`config.mk`:
```
export PLATFORM = sky130hd
export DESIGN_NAME = zbt_sram
export DESIGN_NICKNAME = d
export VERILOG_FILES = /design/src/rtl/zbt_pkg.sv /design/src/rtl/zbt_issue.sv /design/src/rtl/zbt_pipe.sv /design/src/rtl/zbt_store.sv /design/src/rtl/zbt_sram.sv
export SDC_FILE = /design/constraint.sdc
export NUM_CORES = 1
export LEC_CHECK = 0
export BUFFER_PORTS_ARGS = -buffer_cell sky130_fd_sc_hd__buf_2
export CORE_MARGIN = 5
export CORE_UTILIZATION = 32
export CTS_BUF_LIST = sky130_fd_sc_hd__clkbuf_4
export DETAILED_ROUTE_END_ITERATION = 7
export PLACE_DENSITY_LB_ADDON = 0.1
export SYNTH_ARGS = -nofsm -noshare
export SYNTH_HDL_FRONTEND = slang
export SYNTH_SLANG_ARGS = --single-unit
export TNS_END_PERCENT = 1
```
`constraint.sdc`:
```
create_clock -name clk -period 5.8 [get_ports clk]
set_clock_uncertainty 0.15 [all_clocks]
set_input_delay 0.87 -clock clk [delete_from_list [all_inputs] [get_ports clk]]
set_output_delay 0.87 -clock clk [all_outputs]
set_load 0.02 [all_outputs]
```
`src/rtl/zbt_pkg.sv`:
```
package zbt_pkg;

    localparam int BURST_BEATS = 4;
    localparam int BIDX_W      = $clog2(BURST_BEATS);

    typedef enum logic {
        ORD_XOR    = 1'b0,
        ORD_LINEAR = 1'b1
    } burst_ord_e;

    // low address bits of beat idx in a group opened at start
    function automatic logic [BIDX_W-1:0] beat_lo(
        input logic [BIDX_W-1:0] start,
        input logic [BIDX_W-1:0] idx,
        input burst_ord_e        ord
    );
        if (ord == ORD_LINEAR) return start + idx;
        return start ^ idx;
    endfunction

    function automatic logic all_selected(
        input logic s0_n,
        input logic s1,
        input logic s2_n
    );
        return !s0_n && s1 && !s2_n;
    endfunction

endpackage

```
`src/rtl/zbt_issue.sv`:
```
module zbt_issue
    import zbt_pkg::*;
#(
    parameter int AW = 4,
    parameter int NB = 2
) (
    input  logic              clk,
    input  logic              rst,
    input  logic              stall,
    input  logic              sleep,
    input  logic              adv,
    input  logic              we,
    input  logic              sel_ok,
    input  logic              order_lin,
    input  logic [AW-1:0]     addr,
    input  logic [NB-1:0]     be,
    output logic [AW+NB+1:0]  cmd_o
);
    typedef struct packed {
        logic          valid;
        logic          wr;
        logic [AW-1:0] addr;
        logic [NB-1:0] be;
    } cmd_t;

    logic              act_q;
    logic [AW-1:0]     base_q;
    logic [BIDX_W-1:0] idx_q;
    logic              dir_q;
    logic              load, cont;
    logic [BIDX_W-1:0] idx_nx;
    cmd_t              cmd;

    always_comb begin
        load   = !sleep && !adv && sel_ok;
        cont   = !sleep && adv && act_q;
        idx_nx = idx_q + 1'b1;
        cmd    = '0;
        if (load) begin
            cmd.valid = 1'b1;
            cmd.wr    = we;
            cmd.addr  = addr;
            cmd.be    = be;
        end else if (cont) begin
            cmd.valid = 1'b1;
            cmd.wr    = dir_q;
            cmd.addr  = base_q;
            cmd.addr[BIDX_W-1:0] = beat_lo(base_q[BIDX_W-1:0], idx_nx,
                                           burst_ord_e'(order_lin));
            cmd.be    = be;
        end
    end

    always_ff @(posedge clk) begin
        if (rst) begin
            act_q  <= 1'b0;
            base_q <= '0;
            idx_q  <= '0;
            dir_q  <= 1'b0;
        end else if (!stall) begin
            if (load) begin
                act_q  <= 1'b1;
                base_q <= addr;
                idx_q  <= '0;
                dir_q  <= we;
            end else if (cont) begin
                idx_q  <= idx_nx;
            end else begin
                act_q  <= 1'b0;
            end
        end
    end

    assign cmd_o = cmd;

    // an accepted command opens or keeps a group with its direction
    assert_group_dir_R7: assert property (@(posedge clk) disable iff (rst)
        (!stall && cmd.valid) |=> (act_q && dir_q == $past(cmd.wr)));

    // a cycle that issues nothing leaves no group to advance
    assert_idle_closes_R8: assert property (@(posedge clk) disable iff (rst)
        (!stall && !cmd.valid) |=> !act_q);

endmodule

```
`src/rtl/zbt_pipe.sv`:
```
module zbt_pipe #(
    parameter int AW = 4,
    parameter int NB = 2
) (
    input  logic             clk,
    input  logic             rst,
    input  logic             stall,
    input  logic [AW+NB+1:0] cmd_i,
    output logic             s1_valid,
    output logic             s1_wr,
    output logic [AW-1:0]    s1_addr,
    output logic [AW+NB+1:0] s2_o
);
    typedef struct packed {
        logic          valid;
        logic          wr;
        logic [AW-1:0] addr;
        logic [NB-1:0] be;
    } cmd_t;

    cmd_t s1_q, s2_q;

    always_ff @(posedge clk) begin
        if (rst) begin
            s1_q <= '0;
            s2_q <= '0;
        end else if (!stall) begin
            s1_q <= cmd_t'(cmd_i);
            s2_q <= s1_q;
        end
    end

    assign s1_valid = s1_q.valid;
    assign s1_wr    = s1_q.wr;
    assign s1_addr  = s1_q.addr;
    assign s2_o     = s2_q;

    // a stalled cycle moves nothing down the pipeline
    assert_stall_hold_R6: assert property (@(posedge clk) disable iff (rst)
        stall |=> ($stable(s1_q) && $stable(s2_q)));

    // an accepted command always reaches its commit stage
    assert_pending_done_R4: assert property (@(posedge clk) disable iff (rst)
        (!stall && s1_q.valid) |=> s2_q.valid);

endmodule

```
`src/rtl/zbt_store.sv`:
```
module zbt_store #(
    parameter int AW = 4,
    parameter int NB = 2,
    parameter int LW = 8
) (
    input  logic             clk,
    input  logic             rst,
    input  logic             stall,
    input  logic             rd_valid,
    input  logic             rd_wr,
    input  logic [AW-1:0]    rd_addr,
    input  logic [AW+NB+1:0] wr_cmd,
    input  logic [NB*LW-1:0] din,
    output logic [NB*LW-1:0] rdata,
    output logic             drive
);
    localparam int DEPTH = 1 << AW;
    localparam int DW    = NB * LW;

    typedef struct packed {
        logic          valid;
        logic          wr;
        logic [AW-1:0] addr;
        logic [NB-1:0] be;
    } cmd_t;

    cmd_t          wc;
    logic [DW-1:0] mem [DEPTH];
    logic [DW-1:0] rd_word;
    logic [DW-1:0] rdata_q;
    logic          drive_q;
    logic          commit, hit;

    assign wc = cmd_t'(wr_cmd);

    always_comb begin
        commit = !stall && wc.valid && wc.wr;
        hit    = wc.valid && wc.wr && (wc.addr == rd_addr);
        for (int b = 0; b < NB; b++) begin
            rd_word[b*LW +: LW] = (hit && wc.be[b]) ? din[b*LW +: LW]
                                                    : mem[rd_addr][b*LW +: LW];
        end
    end

    always_ff @(posedge clk) begin
        if (commit) begin
            for (int b = 0; b < NB; b++) begin
                if (wc.be[b]) mem[wc.addr][b*LW +: LW] <= din[b*LW +: LW];
            end
        end
    end

    always_ff @(posedge clk) begin
        if (rst) begin
            rdata_q <= '0;
            drive_q <= 1'b0;
        end else if (!stall) begin
            rdata_q <= rd_word;
            drive_q <= rd_valid && !rd_wr;
        end
    end

    assign rdata = rdata_q;
    assign drive = drive_q;

    // a read one stage before its data phase turns the driver on
    assert_read_drives_R2: assert property (@(posedge clk) disable iff (rst)
        (!stall && rd_valid && !rd_wr) |=> drive_q);

    // write, deselect or empty slot leaves the driver off
    assert_write_floats_R5: assert property (@(posedge clk) disable iff (rst)
        (!stall && !(rd_valid && !rd_wr)) |=> !drive_q);

    // a full-lane write committing on the read edge is forwarded
    assert_forward_R3: assert property (@(posedge clk) disable iff (rst)
        (!stall && rd_valid && !rd_wr && hit && (&wc.be)) |=> (rdata_q == $past(din)));

endmodule

```
`src/rtl/zbt_sram.sv`:
```
module zbt_sram
    import zbt_pkg::*;
#(
    parameter int AW = 4,
    parameter int NB = 2,
    parameter int LW = 8
) (
    input  logic             clk,
    input  logic             rst,
    input  logic             stall,
    input  logic             sel0_n,
    input  logic             sel1,
    input  logic             sel2_n,
    input  logic             we,
    input  logic             adv,
    input  logic             order_lin,
    input  logic [NB-1:0]    be,
    input  logic [AW-1:0]    addr,
    input  logic             out_en_n,
    input  logic             sleep,
    input  logic [NB*LW-1:0] data_in,
    output logic [NB*LW-1:0] data_out,
    output logic             data_oe
);
    localparam int CW = AW + NB + 2;

    logic          sel_ok;
    logic [CW-1:0] cmd;
    logic          s1_valid, s1_wr;
    logic [AW-1:0] s1_addr;
    logic [CW-1:0] s2;
    logic          drive;

    assign sel_ok = all_selected(sel0_n, sel1, sel2_n);

    zbt_issue #(.AW(AW), .NB(NB)) u_issue (
        .clk(clk), .rst(rst), .stall(stall), .sleep(sleep), .adv(adv),
        .we(we), .sel_ok(sel_ok), .order_lin(order_lin),
        .addr(addr), .be(be), .cmd_o(cmd)
    );

    zbt_pipe #(.AW(AW), .NB(NB)) u_pipe (
        .clk(clk), .rst(rst), .stall(stall), .cmd_i(cmd),
        .s1_valid(s1_valid), .s1_wr(s1_wr), .s1_addr(s1_addr), .s2_o(s2)
    );

    zbt_store #(.AW(AW), .NB(NB), .LW(LW)) u_store (
        .clk(clk), .rst(rst), .stall(stall),
        .rd_valid(s1_valid), .rd_wr(s1_wr), .rd_addr(s1_addr),
        .wr_cmd(s2), .din(data_in), .rdata(data_out), .drive(drive)
    );

    assign data_oe = drive && !out_en_n && !sleep;

    // incomplete select with a load request starts nothing
    assert_desel_blocks_R4: assert property (@(posedge clk) disable iff (rst)
        (!stall && !adv && !sel_ok) |=> !s1_valid);

    // sleep refuses commands
    assert_sleep_blocks_R10: assert property (@(posedge clk) disable iff (rst)
        (!stall && sleep) |=> !s1_valid);

endmodule

```
Word-level counts from Yosys, hierarchy flattened
Memories as Yosys holds them, arrays and structs flattened. A register that Yosys moved wholly into a read port is not among the register bits.
Cells that the tools add are included.
{ "totals": {"register_bits": 25, "latch_bits": 0, "ram_bits": 256, "romBits": 0, "out_inout_bits": 17, "word_cells": 59, "n_memories": 1} }
{ "memory_table": {"columns": ["name", "words", "width", "read_ports", "rd_clocked_by_memory_dff", "wr", "line_no", "text"], "rows": [
  ["u_store.mem", 16, 16, 1, 1, 1, "zbt_store.sv:28", "logic [DW-1:0] mem [DEPTH];"]
]} }
{ "op_classes": {"n_addsub": 2, "n_mul": 0, "div_mod_pow": 0, "magnitude_cmp": 0, "n_eq_ne": 1, "shift": 0, "muxes": 17, "bitwise_logic": 2, "reduce_logical": 23} }
{ "op_table": {"columns": ["op", "n"], "rows": [
  ["8-bit 2-to-1 mux", 2],
  ["1-bit logical AND", 11],
  ["1-bit 2-to-1 mux", 11],
  ["1-bit logical NOT", 8],
  ["2-bit 2-to-1 mux", 4],
  ["2-bit AND reduction", 3],
  ["2-bit by 1-bit adder with 2-bit output (second input constant)", 1],
  ["2-bit adder", 1],
  ["2-bit by 1-bit inequality test with 1-bit output (second input constant)", 1],
  ["2-bit nonzero test", 1],
  ["2-bit XOR", 1],
  ["1-bit inverter", 1]
]} }

Depth between registers and ports, before layout
Gate-level depths: netlist of run 1.
{ "logic_depth": {"depth_word": 8, "mapped_depth": 7} }

Hierarchy
From an unflattened synthesis of run 1, not the netlist that was laid out.
{ "unflattened": {"hier_cells": 690, "hier_area_um2": 11936.4} }
{ "by_module_without_submodules": {"columns": ["mod", "instances", "cells_per_inst", "area_per_inst_um2"], "rows": [
  ["zbt_store", 1, 583, 10829.1],
  ["zbt_pipe", 1, 56, 610.6],
  ["zbt_issue", 1, 49, 471.7],
  ["zbt_sram", 1, 2, 25.0]
]} }

Least setup slack after synthesis of run 1
Ideal clock, no wire load.
{ "synth_path": {"path_type": "input to register", "start": "input stall", "end": "memory u_store.mem[12][0] (netlist name) (enable)", "setup_ns": 0.370, "t_arrival_ns": 1.975, "required_time_ns": 5.280, "slack_ns": 3.305, "cell_stages": 5, "n_path_buf": 2, "path_cell_list": "clkbuf_1 -> and4b_1 -> clkbuf_1 -> nand3_1 -> nor2_1"} }
{ "synth_via": {"elab_chain_cells": 5} }
{ "synth_rtl": {"columns": ["element", "line_no", "text"], "rows": [
  ["from (decl)", "zbt_sram.sv:10", "input logic stall,"],
  ["1-bit logical NOT", null, null],
  ["1-bit logical AND (2 in a row)", "zbt_store.sv:37", "commit = !stall && wc.valid && wc.wr;"],
  ["1-bit 2-to-1 mux", "zbt_store.sv:46", "if (commit) begin"],
  ["1-bit 2-to-1 mux (implied by the code)", "zbt_store.sv:48", "if (wc.be[b]) mem[wc.addr][b*LW +: LW] <= din[b*LW +: LW];"],
  ["to (decl)", "zbt_store.sv:28", null]
]} }
No other way between the ends.

==> metrics.txt, run 1 <==
R2R Path Start=u_pipe.s1_addr[0]; hold buffers post-CTS=0; final setup vio count=0; crit path max fanout=48; Final WS setup=2760 ps; Slew Limit Fails=0; area leader, netlist=edfxtp_1; nets=740; die height=about 200 microns; Mapped Cells=608; Worst VDD drop=142 uV; Critical Path Stages=5; layout cell share with drive strength beyond 1=30.6%; fmax=approximately 0.33 GHz; Comb pwr share=around 2.1%; Hold Crit Start=we; clk sinks=approximately 300; top-count cell post-synth=edfxtp_1; Setup Buffers After CTS=0; Worst path slowest cell=dfxtp_4; P&R area growth vs syn=13.9%; CTS buffer count=79; Core Util, Final=approximately 37%; Pwr Density=314 nW/um^2; Hold Path End=u_pipe.s1_wr; worst slew pin tran=1200 ps; Sw Pwr=887 uW; final wirelength=27400 microns; final period utilization=52.5%; count of max-cap constraint violations=0; row cnt=69; worst slack at placement=2630 ps; DRT met1 WL=roughly 12000 microns; Post-synth top cells=edfxtp_1 (256), mux4_2 (59), nor2_1 (58); Post-synth EDFFs=roughly 260; number of global-route vias before repair=6704; antenna-violating nets left=0; Fill cells=3361; leakage power=0.00430 uW; top sig layer=met4; CTS-repair resized insts=0; DP HPWL=17000 microns; Via Count=6078; Switching Fraction=a little over a fifth; first-pass GRT wire length=41400 microns; htree depth=3; antenna violations before repair=1; synthesized cell area=11500 sq um; number of port buffers=49; top cell type's share of synthesized area=66.8%; Hold WC Path Type=input port to flip-flop; PnR Total Power=4120 uW; R2R Setup Slk=2760 ps; Via density=4.95; Internal=3240 uW; IO Pins=50; RSZ-0062 raised after global routing=no; DRC viols=0; CP peak stage delay=~1000 ps; yosys warns=0; cell area after layout=13100 sq um; Required @ worst endpoint=6200 ps; drt pass-1 iters=5; FFs w/ async S/R, synth=0%; initial DRC count=403; Worst EP arrival=3440 ps; met2 WL=13900 microns; Core ar.=roughly 36000 sq um; Slew headroom=19.7%; GP Congestion=slightly above 0.7; clk_lat worst skew=690 ps; Hold Path Cell Cnt=3; sequential power share=56.4%; Final Hold Viols=0; largest net degree at the start of global routing=67; DP Area=about 12000 sq um; r2r endpoint=u_store.rdata[13]; root buf cell=clkbuf_4; Synth Flop Type=edfxtp_1; CTS clock-pin slew for the worst setup and hold paths=60 ps; Critical Path Start Type=flip-flop; Crit path max-delay family=flip-flops; status=complete, no violations; #FFs+latches synth=297; WS Path Type=flip-flop to flip-flop; R2R cell count=5; Initial Util=approximately a third; Max clock buf depth=3; Synth cell types=38; Die X=200 microns; die area=39900 sq um; Post-Syn Nets=about 640; grt total ovfl=0; cell breakdown of the critical path=buf_4 -> mux4_2 -> a22oi_1 -> nand2_1 -> a221o_1; Clk pwr share=41.5%; Sum Neg Setup Slack=0 ps; wire per inst=22.3 microns; Post-Syn Area per Cell=approximately 19 sq um; CTS tree=built; Seq/Total Area, Yosys=73.9%; Tmin final=3040 ps; GRT Total Usage=between 10% and 20%; critical path buffer and inverter count=1; met3 wire length=1350 microns; ranking of synthesized cells by area=edfxtp_1 (67%), mux4_2 (12%), dfxtp_1 (7.1%); Crit. End Element=flip-flop
==> metal layers <==
metal / vias up / global-route usage (%)
li1: 2721 / -
met1: 3165 / 17.7
met3: 36 / 3.86
met5: - / 0
met4: 0 / 5.01
met2: 156 / 23.5
==> registers in the layout, indices dropped and copies added, names as in the netlist <==
signal,flops
u_issue.act_q,1
u_issue.base_q,4
u_issue.dir_q,1
u_issue.idx_q,2
u_pipe.s1_addr,4
u_pipe.s1_q,2
u_pipe.s1_valid,1
u_pipe.s1_wr,1
u_pipe.s2_o,8
u_store.drive,1
u_store.mem,256
u_store.rdata,16
==> worst reg2reg max path, cell delays in order, from the launching register on <==
cell and delay [ps]:
dfxtp_4 1030, buf_4 530, mux4_2 610, a22oi_1 200
nand2_1 80, a221o_1 320
==> power by group through the flow <==
stage	Clock, uW	Sequential, uW	Combinational, uW
floorplan	0	2380	27.7
global placement	0	2370	87.1
detailed placement	0	2370	89.9
CTS	1790	2330	89.8
global route	1910	2320	96.0
finish	1710	2330	87.5
==> how the worst max path moves through the flow <==
stage | start | to | slack (ps)
4_1_cts | u_pipe.s1_addr[0] | u_store.rdata[9] | 2610
2_1_floorplan | stall | u_store.mem[12][0] | 3300
6_report | u_pipe.s1_addr[0] | u_store.rdata[13] | 2760
3_3_place_gp | u_pipe.s1_addr[0] | u_store.rdata[9] | 2610
3_5_place_dp | u_pipe.s1_addr[0] | u_store.rdata[13] | 2630
5_1_grt | u_pipe.s1_addr[0] | u_store.rdata[13] | 2420
==> cells by family after synthesis <==
logic type / after synthesis / synth area share, %
AND/OR/NAND/NOR: 123 / 5.02
XOR/XNOR: 7 / 0.652
adder cells (fa/ha/maj): 1 / 0.109
buffers and inverters: 39 / 1.98
multiplexers: 77 / 13.8
flip-flops: 297 / 73.9
AO/OA/AOI/OAI: 64 / 4.55
==> metrics by stage <==
step,cells,hold WS (ps)
2_1_floorplan,608,298
3_3_place_gp,1086,314
3_5_place_dp,1086,335
4_1_cts,1226,204
5_1_grt,1227,187
6_report,1227,296
==> cell type report <==
type,count,area [sq um],area share (%)
sequential,297,8510,64.9
multi-input combinational,272,2780,21.2
clock buffer,112,841,6.41
tap,461,577,4.40
timing repair buffer,54,283,2.16
clock inverter,28,109,0.830
inverter,2,7.51,0.0573
antenna,1,2.50,0.0191
==> cell usage in the layout, fill, tap and decap left out, types with 4 or more instances in the layout <==
master / count
edfxtp_1: 256
nor2_1: 58
mux4_1: 5
mux2i_1: 13
nor2b_1: 5
a221o_1: 16
a222oi_1: 5
xor2_1: 5
a21oi_1: 4
a22oi_1: 34
clkbuf_4: 112
nand2_1: 26
clkinv_1: 24
dfxtp_1: 39
buf_2: 49
mux4_2: 59
buf_4: 5
and2_1: 17
(Power assumes the default switching activity.)
==> run 2, diff against run 1 <==
==> constraint.sdc (replaced) <==
create_clock -name clk -period 2.53 [get_ports clk]
set_clock_uncertainty 0.15 [all_clocks]
set_input_delay 0.3795 -clock clk [delete_from_list [all_inputs] [get_ports clk]]
set_output_delay 0.3795 -clock clk [all_outputs]
set_load 0.02 [all_outputs]
==> run 2 against run 1 <==
Via count increased by 5.8%. Cell count up 6.7%. Sequential power up 130%. Largest power group unchanged. Die area stayed put. Final area rose by 6.3%. Largest cell class unchanged. Utilization is 2.3 points higher. Non-clock buffer count up 73. Register-to-register slack got worse by 2600 ps. Flip-flop and latch count unchanged.
==> metrics.txt, run 2 (synthesis results as in run 1) <==
Worst VDD drop=301 uV (+110%); row cnt=69 (unchanged); count of max-cap constraint violations=0 (unchanged); Required @ worst endpoint=2990 ps (-3210 ps); DRC viols=0 (unchanged); Worst EP arrival=2840 ps (-600 ps); crit path max fanout=10 (-79%); CTS buffer count=82 (+3.8%); clk_lat worst skew=730 ps (+40 ps); first-pass GRT wire length=42700 microns (+3.2%); clk sinks=297 (unchanged); largest net degree at the start of global routing=34 (-49%); initial DRC count=419 (+4.0%); cell area after layout=13900 sq um (+6.3%); layout cell share with drive strength beyond 1=34.8% (+4.2 points); DP HPWL=17400 microns (+2.0%); root buf cell=clkbuf_4; CTS clock-pin slew for the worst setup and hold paths=70 ps (about the same); WHS=74.7 ps (-221 ps); CP peak stage delay=670 ps (-360 ps); Initial Util=32.4% (unchanged); RSZ-0062 raised after global routing=no; antenna violations before repair=2 (+1); antenna-violating nets left=0 (unchanged); Hold WC Path Type=input port to flip-flop; leading cell type in the layout, fill and taps excluded=edfxtp_1; number of port buffers=49 (unchanged); Pwr Density=717 nW/um^2 (+130%); register bank with the most flops=u_store.mem; nets=816 (+10%); final wirelength=28500 microns (+3.8%); Sum Neg Setup Slack=0 ps (unchanged); Slew Limit Fails=0 (unchanged); Via Count=6428 (+5.8%); wire per inst=21.7 microns (-2.7%); die height=200 microns (unchanged); IO Pins=50 (unchanged); cell breakdown of the critical path=dlygate4sd3_1 -> buf_2 -> buf_4 -> nor3_2 -> dlygate4sd3_1 -> nand2_1 -> a311oi_1; CP dominant cell by count=dlygate4sd3_1; Critical Path Start Type=input port; worst slew pin tran=1050 ps (-149 ps); placed insts=1127 (+3.8%); GP Congestion=0.723 (about the same); WS Path Type=input port to flip-flop; Largest register FFs=256 (unchanged); most frequent cells in the layout=edfxtp_1 (256), clkbuf_4 (127), mux4_2 (59); status=complete, no violations; Final Hold Viols=0 (unchanged); drt pass-1 iters=5 (unchanged); Crit. End Element=flip-flop; Worst path slowest cell=dlygate4sd3_1; Die X=200 microns (unchanged); Slew headroom=29.6% (+9.9 points); die area=39900 sq um (unchanged); Crit path max-delay family=buffers and inverters; P&R area growth vs syn=21.0%; Via density=4.91 (-0.87%); htree depth=3 (unchanged); fmax=0.421 GHz; final setup vio count=0 (unchanged); Core ar.=35600 sq um (unchanged); DP Area=12500 sq um (+2.9%); CTS tree=built; leakage power=0.00474 uW (+10%); Final Non-Filler Cells=1309 (+6.7%); number of global-route vias before repair=7001 (+4.4%); final period utilization=between 90% and 100%; Max clock buf depth=3 (unchanged); GRT Total Usage=14.7% (+0.58 points); Tmin final=2380 ps; grt total ovfl=0 (unchanged); critical path buffer and inverter count=4 (+3)
-- run 2: cell types whose count changed in the layout (fill, tap and decap cells not counted), moves of 2 or more --
| cell | delta |
|---|---|
| inv_2 | +3 |
| clkinv_2 | -3 |
| buf_12 | +4 |
| dlygate4sd3_1 | +32 |
| clkinv_1 | -11 |
| diode_2 | +3 |
| bufinv_16 | +2 |
| clkbuf_4 | +15 |
| buf_4 | +37 |
-- run 2: routing by layer --
layer / vias up / track usage, % / routed length [microns]
met4: 0 / 5.01 / 637
met2: 150 / 24.6 / 14300
li1: 2877 / - / -
met5: - / 0 / 0
met1: 3351 / 18.5 / 12300
met3: 50 / 3.96 / 1290
-- run 2: layout make-up --
class	instances	area (sq um)
Inverter	2	7.51
Antenna cell	4	10.0
Sequential cell	297	8510
Timing Repair Buffer	127	961
Tap cell	461	577
Multi-Input combinational cell	272	2790
Clock inverter	19	124
Clock buffer	127	953
Fill cell	3376	21600
-- run 2: stage by stage --
step                util (%)  total power, uW  setup slack [ps]
finish                  39.2             9990               154
CTS                     39.1            10200               137
global placement        35.2             5640               170
detailed placement      35.2             5650               198
floorplan                  -             5510               523
global route            39.2            10500              31.3
-- run 2: path summary, 6_finish.rpt --
kind,start,endpoint,slack (ps),cells after the start
setup / recovery,stall,u_issue.idx_q[1],150,7
hold / removal,order_lin,u_pipe.s1_addr[1],70,5
setup reg to reg,u_pipe.s1_addr[1],u_store.rdata[13],190,6
hold reg to reg,u_store.drive,u_store.drive,330,2
-- run 2: what timing repair did --
item                                   4_1_cts  5_1_grt
endpoints found under the hold margin      296        0
gates resized for setup                      0        1
buffers inserted                             0        0
hold buffers                                32        0
setup endpoints to repair                    0        2
-- run 2: power by group --
| part | internal, uW | total (uW) | switching (uW) |
|---|---|---|---|
| clock network | 2470 | 4410 | 1940 |
| logic | 92.0 | 242 | 150 |
| registers | 5320 | 5330 | 10.3 |
| total | 7890 | 9990 | 2100 |
-- run 2: worst min-delay path, cell delays in order --
cell      delay (ps)
buf_2            100
nand2_1           70
xnor3_1          200
a222oi_1          60
nor2_1           100
==> run 3, diff against run 2 <==
--- a/config.mk
+++ b/config.mk
@@ -5,6 +5,7 @@
 export SDC_FILE = /design/constraint.sdc
 export NUM_CORES = 1
 export LEC_CHECK = 0
+export ABC_AREA = 1
 export BUFFER_PORTS_ARGS = -buffer_cell sky130_fd_sc_hd__buf_2
 export CORE_MARGIN = 5
 export CORE_UTILIZATION = 32
==> run 3 against run 2 <==
Non-clock buffer count increased by 11. Setup slack worse by 50 ps. Sequential share of layout area down 3.4 points. Critical path type unchanged. Largest power group unchanged. Highest routed layer unchanged.
==> metrics.txt, run 3 <==
status=complete, no violations; Synth Flop Type=edfxtp_1; largest family of logic cells by synthesized area=simple AND/OR/NAND/NOR gates; Switching Fraction=22.0% (+0.98 points); synthesized cell area=12400 sq um (+7.2%); WS Path Type=input port to flip-flop; row cnt=72 (+4.3%); most frequent cells in the layout=edfxtp_1 (256), nand2_1 (194), nor2_1 (178); Crit. End Element=flip-flop; Via density=4.69 (-4.4%); Sum Neg Setup Slack=0 ps (unchanged); Mapped Cells=1134 (+87%); die area=42600 sq um (+6.9%); Critical Path Start Type=input port; mux contribution to synthesized area=0% (-14 points); leading cell type in the layout, fill and taps excluded=edfxtp_1; final period utilization=95.9% (+2.0 points); number of port buffers=49 (unchanged); crit path max fanout=7 (-3); DP HPWL=22300 microns (+28%); Post-synth top cells=edfxtp_1 (256), nand2_1 (194), nor2_1 (178); Clk pwr share=44.1% (about the same); first-pass GRT wire length=55100 microns (+29%); top-count cell post-synth=edfxtp_1; Post-Syn Nets=1168 (+82%); final wirelength=36600 microns (+29%); Pwr Density=688 nW/um^2 (-4.0%); yosys warns=0 (unchanged); Storage cell area=8510 sq um (unchanged); Comb pwr share=3.2% (+0.8 points); root buf cell=clkbuf_4; PnR Total Power=10200 uW (+1.7%); xor/xnor share of the synthesized area=0.425% (-0.23 points); Worst EP arrival=2910 ps (+70 ps); register bank with the most flops=u_store.mem; wire per inst=19.5 microns (-10%); Synth Area in Compound Gates=8.24% (+3.7 points); nets=1324 (+62%); Die X=206 microns (+3.4%); Sw Pwr=2230 uW (+6.4%); Hold Crit Start=sel2_n; Simple-Gate Fraction of Synth Area=16.4% (+11 points); htree depth=3 (unchanged); DP Area=13300 sq um (+6.2%); Final Hold Viols=0 (unchanged); worst slew pin tran=791 ps (-262 ps); leakage power=0.00552 uW (+16%); Hold WC Path Type=input port to flip-flop; Slew Limit Fails=0 (unchanged); CTS buffer count=82 (unchanged); CTS tree=built; Max clock buf depth=3 (unchanged); clk_lat worst skew=700 ps (-30 ps); P&R area growth vs syn=19.5%; Tmin final=2430 ps (+50.3 ps); Synth cell types=31 (-18%); CTS clock-pin slew for the worst setup and hold paths=70 ps (about the same); synthesized-area fraction occupied by adder cells=0.101% (-0.0073 points); clk sinks=297 (unchanged); drt pass-1 iters=5 (unchanged); layout cell share with drive strength beyond 1=18.9% (-16 points); RSZ-0062 raised after global routing=no; Post-synth EDFFs=256 (unchanged); FFs w/ async S/R, synth=0% (unchanged); Internal=7920 uW (+0.40%); Via Count=8781 (+37%); GRT Total Usage=17.3% (+2.7 points); number of global-route vias before repair=9094 (+30%); die height=206 microns (+3.4%); area leader, netlist=edfxtp_1; R2R Path Start=u_issue.act_q; ranking of synthesized cells by area=edfxtp_1 (62%), dfxtp_1 (6.6%), nand2_1 (5.9%); GP Congestion=0.770 (+6.5%); #FFs+latches synth=297 (unchanged); grt total ovfl=0 (unchanged); CP startpoint=sel0_n; Worst VDD drop=375 uV (+24%); antenna violations before repair=1 (-1); count of max-cap constraint violations=0 (unchanged); DRC viols=0 (unchanged); Post-Syn Area per Cell=10.9 sq um (-42%); fmax=0.412 GHz (-2.1%); initial DRC count=672 (+60%); antenna-violating nets left=0 (unchanged); Slew headroom=47.2% (+18 points); Initial Util=32.2% (-0.19 points); Largest register FFs=256 (unchanged); footprint of the multi-input gates=3110 sq um (+11%); final setup vio count=0 (unchanged); top cell type's share of synthesized area=62.2% (-4.5 points); largest net degree at the start of global routing=47 (+38%); Required @ worst endpoint=3010 ps (+20 ps); cell area after layout=14800 sq um (+5.9%); IO Pins=50 (unchanged); Core ar.=38400 sq um (+7.9%); Fill cells=3959 (+17%); Seq/Total Area, Yosys=68.9% (-5.0 points); sequential power share=52.7% (-0.7 points)
## run 3: changes by cell type after synthesis, moves of 41 or more
cell / before / now
nor2_1: 58 / 178
mux4_2: 59 / 0
nand3_1: 2 / 115
nand2_1: 26 / 194
o21ai_0: 0 / 72
a21oi_1: 4 / 45
inv_1: 2 / 82
## run 3: repair_timing
action / CTS / global route
setup endpoints to repair: 0 / 4
hold buffers: 36 / 1
resized for setup: 0 / 1
hold endpoints to repair: 247 / 1
setup buffers: 0 / 2
## run 3: routing by layer
layer | global-route usage [%] | routed length [microns]
met1 | 22.5 | 16000
met4 | 5.58 | 859
met5 | 0 | 0
met3 | 3.58 | 1820
met2 | 29.1 | 17900
## run 3: worst paths after layout
path                            depth (start not counted)               end  slack (ps)
worst max-delay path                                   10    u_pipe.s1_q[1]         100
worst min-delay path                                    6  u_issue.idx_q[0]         100
worst max register to register                          7    u_pipe.s1_q[1]         430
worst min register to register                          2     u_store.drive         310
## run 3: cell type report
class	count	area share, %
flip-flops and latches	297	57.7
multi-input cells	683	21.0
repair buffers	138	7.24
clock buffers	135	6.87
well taps	518	4.39
inverters	88	2.30
clock inverters	11	0.458
diodes	1	0.0170
## run 3: cells by family after synthesis
family,count (synthesis)
buffers and inverters,154
flip-flops,297
XOR/XNOR,6
adder cells (fa/ha/maj),1
AND/OR/NAND/NOR,495
AO/OA/AOI/OAI,181
## run 3: worst max-delay path, stage by stage
cell           delay (ps)
dlygate4sd3_1         540
buf_2                 120
nor3_1                130
dlygate4sd3_1         590
nand4_1                90
buf_4                 180
nand2_1               130
nand2_1                80
a21oi_1               110
dlygate4sd3_1         550
## run 3: per-stage QoR
| step | setup slack, ps | cells | hold slack, ps | utilization [%] |
|---|---|---|---|---|
| CTS | 53.2 | 1867 | 94.6 | 38.4 |
| floorplan | 521 | 1134 | 284 | - |
| detailed placement | 378 | 1685 | 306 | 34.6 |
| global placement | 311 | 1685 | 300 | 34.6 |
| finish | 103 | 1871 | 100 | 38.5 |
| global route | 19.1 | 1871 | 82.1 | 38.5 |
## run 3: power by group through the flow
stage / sequential [uW] / combinational (uW) / clock, uW
finish: 5350 / 325 / 4480
global route: 5350 / 356 / 4910
CTS: 5350 / 330 / 4660
detailed placement: 5450 / 293 / 0
global placement: 5450 / 293 / 0
floorplan: 5470 / 96.1 / 0
